### src/rtl/ocw_pkg.sv
package ocw_pkg;
  localparam int unsigned DATA_W = 8;
  localparam int unsigned FSEL_W = 5;

  typedef struct packed {
    logic              src_vco;
    logic [FSEL_W-1:0] safe;
    logic              status;
    logic              en;
  } ctl_t;

  localparam logic ADDR_CTL = 1'b0;
  localparam logic ADDR_TMO = 1'b1;
endpackage

### src/rtl/ocw_prescaler.sv
module ocw_prescaler #(
  parameter int unsigned DIV = 33_000_000
) (
  input  logic clk_i,
  input  logic rst_ni,
  output logic tick_o
);
  localparam int unsigned W = (DIV > 1) ? $clog2(DIV) : 1;
  localparam logic [W-1:0] LAST = W'(DIV - 1);

  logic [W-1:0] cnt_q;

  assign tick_o = (cnt_q == LAST);

  always_ff @(posedge clk_i or negedge rst_ni) begin
    if (!rst_ni)     cnt_q <= '0;
    else if (tick_o) cnt_q <= '0;
    else             cnt_q <= cnt_q + 1'b1;
  end
endmodule

### src/rtl/ocw_countdown.sv
module ocw_countdown #(
  parameter int unsigned W = 8
) (
  input  logic         clk_i,
  input  logic         rst_ni,
  input  logic         en_i,
  input  logic         hold_i,
  input  logic         tick_i,
  input  logic         load_i,
  input  logic [W-1:0] load_val_i,
  output logic         expire_o,
  output logic [W-1:0] cnt_o
);
  logic [W-1:0] cnt_q;
  logic         step;

  // reload has priority over any tick in the same cycle
  assign step     = en_i && tick_i && !hold_i && !load_i;
  assign expire_o = step && (cnt_q == '0);
  assign cnt_o    = cnt_q;

  always_ff @(posedge clk_i or negedge rst_ni) begin
    if (!rst_ni)                   cnt_q <= '1;
    else if (load_i)               cnt_q <= load_val_i;
    else if (step && cnt_q != '0)  cnt_q <= cnt_q - 1'b1;
  end
endmodule

### src/rtl/ocw_regs.sv
module ocw_regs
  import ocw_pkg::*;
#(
  parameter int unsigned TMO_W = 8
) (
  input  logic              clk_i,
  input  logic              rst_ni,
  input  logic              we_i,
  input  logic              addr_i,
  input  logic [DATA_W-1:0] wdata_i,
  input  logic              expire_i,
  output ctl_t              ctl_o,
  output logic              load_o,
  output logic [TMO_W-1:0]  load_val_o,
  output logic              ctl_we_o,
  output logic [DATA_W-1:0] rdata_o
);
  ctl_t             ctl_q;
  ctl_t             wr_ctl;
  logic [TMO_W-1:0] tmo_q;
  logic             tmo_we;
  logic             status_d;

  assign wr_ctl   = ctl_t'(wdata_i);
  assign ctl_we_o = we_i && (addr_i == ADDR_CTL);
  assign tmo_we   = we_i && (addr_i == ADDR_TMO);

  // arming edge loads the stored timeout; service write loads the new one
  assign load_o     = (tmo_we && ctl_q.en) || (ctl_we_o && wr_ctl.en && !ctl_q.en);
  assign load_val_o = tmo_we ? wdata_i[TMO_W-1:0] : tmo_q;

  always_comb begin
    status_d = ctl_q.status;
    if (ctl_we_o && (!wr_ctl.en || wr_ctl.status)) status_d = 1'b0;
    if (expire_i)                                  status_d = 1'b1;
    if (!ctl_q.en && !(ctl_we_o && wr_ctl.en))     status_d = 1'b0;
  end

  always_ff @(posedge clk_i or negedge rst_ni) begin
    if (!rst_ni) begin
      ctl_q <= '0;
      tmo_q <= '1;
    end else begin
      ctl_q.status <= status_d;
      if (ctl_we_o) begin
        ctl_q.en      <= wr_ctl.en;
        ctl_q.safe    <= wr_ctl.safe;
        ctl_q.src_vco <= wr_ctl.src_vco;
      end
      if (tmo_we) tmo_q <= wdata_i[TMO_W-1:0];
    end
  end

  assign ctl_o = ctl_q;

  always_comb begin
    rdata_o = '0;
    if (addr_i == ADDR_CTL) rdata_o = DATA_W'(ctl_q);
    else                    rdata_o[TMO_W-1:0] = tmo_q;
  end
endmodule

### src/rtl/ocw_fsel_mux.sv
module ocw_fsel_mux
  import ocw_pkg::*;
(
  input  logic              fallback_i,
  input  logic              src_vco_i,
  input  logic [FSEL_W-1:0] safe_i,
  input  logic [FSEL_W-1:0] hw_i,
  input  logic [FSEL_W-1:0] vco_i,
  output logic [FSEL_W-1:0] fsel_o
);
  logic [FSEL_W-1:0] active;

  assign active = src_vco_i ? vco_i : hw_i;
  assign fsel_o = fallback_i ? safe_i : active;
endmodule

### src/rtl/ocw_fallback.sv
module ocw_fallback
  import ocw_pkg::*;
#(
  parameter int unsigned TICK_DIV = 33_000_000,
  parameter int unsigned TMO_W    = 8
) (
  input  logic              clk_i,
  input  logic              rst_ni,
  input  logic              reg_we_i,
  input  logic              reg_addr_i,
  input  logic [DATA_W-1:0] reg_wdata_i,
  output logic [DATA_W-1:0] reg_rdata_o,
  input  logic [FSEL_W-1:0] hw_fsel_i,
  input  logic [FSEL_W-1:0] vco_fsel_i,
  output logic [FSEL_W-1:0] fsel_o,
  output logic              fallback_o,
  output logic              sec_tick_o
);
  ctl_t             ctl;
  logic             cnt_load;
  logic [TMO_W-1:0] cnt_load_val;
  logic [TMO_W-1:0] cnt_q;
  logic             expire;
  logic             ctl_we;

  ocw_prescaler #(.DIV(TICK_DIV)) u_presc (
    .clk_i  (clk_i),
    .rst_ni (rst_ni),
    .tick_o (sec_tick_o)
  );

  ocw_regs #(.TMO_W(TMO_W)) u_regs (
    .clk_i      (clk_i),
    .rst_ni     (rst_ni),
    .we_i       (reg_we_i),
    .addr_i     (reg_addr_i),
    .wdata_i    (reg_wdata_i),
    .expire_i   (expire),
    .ctl_o      (ctl),
    .load_o     (cnt_load),
    .load_val_o (cnt_load_val),
    .ctl_we_o   (ctl_we),
    .rdata_o    (reg_rdata_o)
  );

  ocw_countdown #(.W(TMO_W)) u_cnt (
    .clk_i      (clk_i),
    .rst_ni     (rst_ni),
    .en_i       (ctl.en),
    .hold_i     (ctl.status),
    .tick_i     (sec_tick_o),
    .load_i     (cnt_load),
    .load_val_i (cnt_load_val),
    .expire_o   (expire),
    .cnt_o      (cnt_q)
  );

  ocw_fsel_mux u_mux (
    .fallback_i (ctl.status),
    .src_vco_i  (ctl.src_vco),
    .safe_i     (ctl.safe),
    .hw_i       (hw_fsel_i),
    .vco_i      (vco_fsel_i),
    .fsel_o     (fsel_o)
  );

  assign fallback_o = ctl.status;
endmodule

### config.mk
export PLATFORM = sky130hd
export DESIGN_NAME = ocw_fallback
export DESIGN_NICKNAME = d
export VERILOG_FILES = /design/src/rtl/ocw_pkg.sv /design/src/rtl/ocw_prescaler.sv /design/src/rtl/ocw_countdown.sv /design/src/rtl/ocw_regs.sv /design/src/rtl/ocw_fsel_mux.sv /design/src/rtl/ocw_fallback.sv
export SDC_FILE = /design/constraint.sdc
export NUM_CORES = 1
export LEC_CHECK = 0
export CAP_MARGIN = 30
export CORE_MARGIN = 5
export CORE_UTILIZATION = 28
export DETAILED_ROUTE_END_ITERATION = 10
export DONT_BUFFER_PORTS = 1
export GPL_ROUTABILITY_DRIVEN = 0
export PLACE_DENSITY = 0.52
export RECOVER_POWER = 25
export SKIP_LAST_GASP = 1
export SLEW_MARGIN = 20
export SYNTH_ARGS = -nofsm -noshare
export SYNTH_HDL_FRONTEND = slang
export SYNTH_SLANG_ARGS = --single-unit
### constraint.sdc
create_clock -name clk_i -period 3.6 [get_ports clk_i]
set_input_delay 0 -clock clk_i [delete_from_list [all_inputs] [get_ports clk_i]]
set_output_delay 0 -clock clk_i [all_outputs]
set_load 0.02 [all_outputs]
## Word-level counts from Yosys, hierarchy flattened

Index checks and enable logic that the tools add are counted.

| storage, ports and cells | value |
|---|---|
| flip-flop bits (word level) | 49 |
| bits of input ports | 22 |
| output and inout port bits | 15 |
| word-level logic and storage cells | 44 |

| operators by class | value |
|---|---|
| add/subtract/negate cells | 2 |
| eq/ne operators | 1 |
| muxes and demuxes | 10 |
| bitwise logic cells | 1 |
| reduce and logical (&&, ||, !) cells | 23 |

Operators by type and width:

| operator | count |
|---|---|
| 2-to-1 mux 8 bit | 4 |
| adder 25 x 1 -> 25 bit, second input constant | 1 |
| == test 25 bit, second input constant | 1 |
| 2-to-1 mux 25 bit | 1 |
| logical AND 1 bit | 12 |
| 2-to-1 mux 5 bit | 2 |
| logical NOT 8 bit | 1 |
| nonzero test 8 bit | 1 |
| subtractor 8 x 1 -> 8 bit, second input constant | 1 |
| logical NOT 1 bit | 5 |
| 2-to-1 mux 1 bit | 3 |
| nonzero test 3 bit | 1 |
| logical OR 1 bit | 2 |
| nonzero test 2 bit | 1 |
| inverter 1 bit | 1 |

## Depth between registers and ports, before layout

| depth | value |
|---|---|
| word-level depth | 10 |
| mapped depth | 7 |
| depth with buffers taken out | 7 |

## Hierarchy

Synthesis repeated with hierarchy kept, for this count alone.

| second synthesis, totals | value |
|---|---|
| cell total of the unflattened synthesis | 269 |
| area, all modules | 2,706.3 um^2 |

By module, submodules not included:

| module | times used | cells an instance | area an instance (um^2) | seq. area each (um^2) |
|---|---|---|---|---|
| ocw_prescaler | 1 | 123 | 1,255.0 | 625.6 |
| ocw_regs | 1 | 68 | 755.7 | 410.4 |
| ocw_countdown | 1 | 61 | 585.6 | 210.2 |
| ocw_fsel_mux | 1 | 17 | 110.1 | 0.0 |

## Worst setup path after synthesis

OpenSTA, ideal clock, no wires.

| path | value |
|---|---|
| path type | reg-to-reg |
| start | register u_presc.cnt_q[14] |
| end | register u_cnt.cnt_q[1] (netlist: u_cnt.cnt_o[1]) |
| library setup time | 0.089 ns |
| arrival time | 1.785 ns |
| data required time | 3.511 ns |
| setup slack | 1.726 ns |
| cell stages (with the launch flop) | 6 |
| path buffers | 0 |
| period minus slack after synthesis | 1.874 ns |
| path through | dfrtp_1 or4b_4 nor4_4 nand2_2 o21a_1 a211oi_1 |

| between the ends | value |
|---|---|
| cells in the longest elaborated chain, start to end | 6 |

Ends and longest elaborated chain:

| element | RTL line | source |
|---|---|---|
| from (decl) | ocw_prescaler.sv:11 | `logic [W-1:0] cnt_q;` |
| from (signal assigned) | ocw_prescaler.sv:18 | `else cnt_q <= cnt_q + 1'b1;` |
| == test 25 bit | ocw_prescaler.sv:13 | `assign tick_o = (cnt_q == LAST);` |
| logical AND 1 bit (3 in a row) | ocw_countdown.sv:18 | `assign step = en_i && tick_i && !hold_i && !load_i;` |
| logical AND 1 bit | ocw_countdown.sv:25 | `else if (step && cnt_q != '0) cnt_q <= cnt_q - 1'b1;` |
| nonzero test 2 bit (no line) | -- |  |
| to (signal assigned) | ocw_countdown.sv:24 | `else if (load_i) cnt_q <= load_val_i;` |
| to (signal assigned) | ocw_countdown.sv:25 |  |
| to (decl) | ocw_countdown.sv:14 | `logic [W-1:0] cnt_q;` |

Every way passes these cells.
A chain may end at the register's enable or synchronous reset.

## Worst setup path after layout

| path | value |
|---|---|
| start | register u_presc.cnt_q[20] |
| end | register u_cnt.cnt_q[1] (netlist: u_cnt.cnt_o[1]) |

The elaborated chain is that of the path after synthesis.

==> metrics <==
met2 Use GR 18.47%; global route overflow 0; Initial Utilization 28.87%; RR Startpoint u_presc.cnt_q[20]; Vert. Die Dim 108.1 um; antenna violations before repair 0; vias per inst 4.924; DP Wirelength 4279 um; Hold Path Origin reg_wdata_i[0]; number of I/O port buffers 0; Period minus WS final 2107 ps; row cnt 35; maximum vdd drop 0.0001896 V; Synth Register Bits 49; register area share after synthesis 46.28%; All-Layer GR Usage 10.81%; fin worst setup slack 1493 ps; Design Power 1.349 mW; gr busiest metal met2; CTS tree done; Worst setup SP type flip-flop; Mapped Avg Cell Area 10.16 um^2; routed via count 1999; dpl cells 386; worst slack at placement 1520 ps; share of cells above drive strength 1 20.22%; synth top area cells dfrtp_1 31%, dfstp_2 16%, mux2_2 9.2%; post-synth top area share 30.67%; Syn Nets 290; RSZ-0062 raised after global routing no; Pleak 1.226 nW; Iter 0 DRT Violations 87; largest net degree at the start of global routing 50; Worst Setup Path Type flip-flop to flip-flop; worst clock skew 7.181 ps; drt pass-1 iters 4; first-pass GRT wire length 10350 um; Peak Freq 474.6 MHz; P per Cell Area 439.5 nW/um^2; count leader, synth dfrtp_1; Post-synth EDFFs 0; Data arrival, critical path 2310 ps; final setup fails 0; area leader, netlist dfrtp_1; Rel. slew slack 55.79%; post-CTS sizing 0; die width 108.1 um; Fin. Hold Viols 0; DRC viols 0; CP Max Fanout 6; Yosys cell types 42; Worst-path clk slew 90 ps; Hold Path Class input port to flip-flop; worst-margin pin slew 656.2 ps; Worst Setup SP u_presc.cnt_q[20]; max-slew violations 0; Post-Route Setup TNS 0 ps; post-route ant nets 0; status finished, final reports clean; Num CTS Buffers 5; part of the cycle the worst path needs 58.52%; final wirelength 6134 um; Max-cap violations 0; Clk Latency, worst-skew pair 300 ps; M1 GR Usage 14.03%; post-DR wirelength/cell 15.11 um; share of flip-flops with an asynchronous set or reset 100.0%; Critical Path End Type flip-flop; Clock Path Buffers 2; total clock sinks 49; # nets final 301; Root Driver clkbuf_8; Layout fillers 967; Post-Syn Area 2693 um^2; I/O pins 37; ANT cells 0; Most used DFF post-synth dfrtp_1; vias in the first global route 2154; Post-synth top cells 33 x dfrtp_1, 25 x nor2_1, 22 x mux2_2, 22 x nand2_1; Cells after Synth 265; worst endpoint required time 3810 ps; layout overhead on the synthesized area 13.99%; fin cells 406; met3 usage 2.448%; H-tree levels 2; Core ar. 9328 um^2; Synth Warn # 0; Die ar. 11680 um^2
path summary, 6_finish.rpt:
path | to | slack (ps) | cells past startpoint
setup / recovery | u_cnt.cnt_o[1] | 1490 | 5
hold / removal | u_cnt.cnt_o[3] | 80 | 4
setup reg to reg | u_cnt.cnt_o[1] | 1490 | 5
hold reg to reg | u_presc.cnt_q[0] | 490 | 1
max in group asynchronous | u_cnt.cnt_o[1] | 3110 | 2
min in group asynchronous | u_regs.ctl_o[2] | 200 | 2
cell usage in the layout, fill, tap and decap left out, types with 5 or more instances in the layout:
cell	synthesis	layout
xor2_1	11	11
dfstp_2	16	16
nand4_1	12	12
clkbuf_8	0	7
nor2b_1	5	5
mux2i_1	8	8
nor2_1	25	25
nand2_1	22	22
xnor2_1	11	11
nand3_1	11	11
nor3_1	7	7
inv_1	5	5
mux2_2	22	22
o31ai_1	7	7
dlygate4sd3_1	0	11
dfrtp_1	33	33
o21ai_0	16	16
final cells by class:
type | instances | area [um^2] | area share, %
Multi-Input combinational cell | 201 | 1388 | 45.21
Timing Repair Buffer | 14 | 153.9 | 5.014
Clock buffer | 7 | 96.34 | 3.139
Clock inverter | 1 | 5.005 | 0.1631
Sequential cell | 49 | 1246 | 40.60
Inverter | 5 | 18.77 | 0.6115
Tap cell | 129 | 161.4 | 5.259
metal layers:
layer  vias up  share of wire, %
met4         0              0.39
met2        59                45
met5         -                 0
met3         2               5.6
met1       964                49
li1        974                 -
sequential cells by signal, indices dropped and copies added (netlist names):
register	count
u_regs.ctl_o	8
u_cnt.cnt_o	8
u_regs.tmo_q	8
u_presc.cnt_q	25
kinds of logic (layout without fill, tap and decap cells):
logic type               Yosys count  after routing  share of synthesized area, %
buffers and inverters             15             27                         2.184
multiplexers                      30             30                         12.17
flip-flops                        49             49                         46.28
XOR/XNOR                          22             22                         7.156
AND/OR/NAND/NOR                  110            110                         22.40
adder cells (fa/ha/maj)            3              3                         1.394
AO/OA/AOI/OAI                     36             36                         8.411
report_power, final:
part / switching [mW] / internal [mW] / leakage [nW]
Sequential: 0.0660 / 0.649 / 0.600
Combinational: 0.159 / 0.119 / 0.573
Clock: 0.182 / 0.174 / 0.0542
Total: 0.407 / 0.942 / 1.23
worst max-delay path, cell delays in order (launching register included):
cell	delay, ps
dfrtp_1	430
nand4_1	320
nor3_1	560
nand2_2	140
o21a_1	290
a211oi_1	270
stage by stage:
step / util (%) / hold WS (ps) / cell area (um^2)
2_1_floorplan: - / -295.6 / 2693
3_3_place_gp: 30.17 / -294.1 / 2814
3_5_place_dp: 30.34 / -294.2 / 2830
4_1_cts: 32.90 / 69.72 / 3069
5_1_grt: 32.90 / 97.01 / 3069
6_report: 32.90 / 79.98 / 3069
what timing repair did:
action | 4_1_cts | 5_1_grt
setup buffers | 0 | 0
hold buffers | 12 | 0
hold endpoints to repair | 65 | 0
No activity file was read; power rests on OpenSTA's default activity.
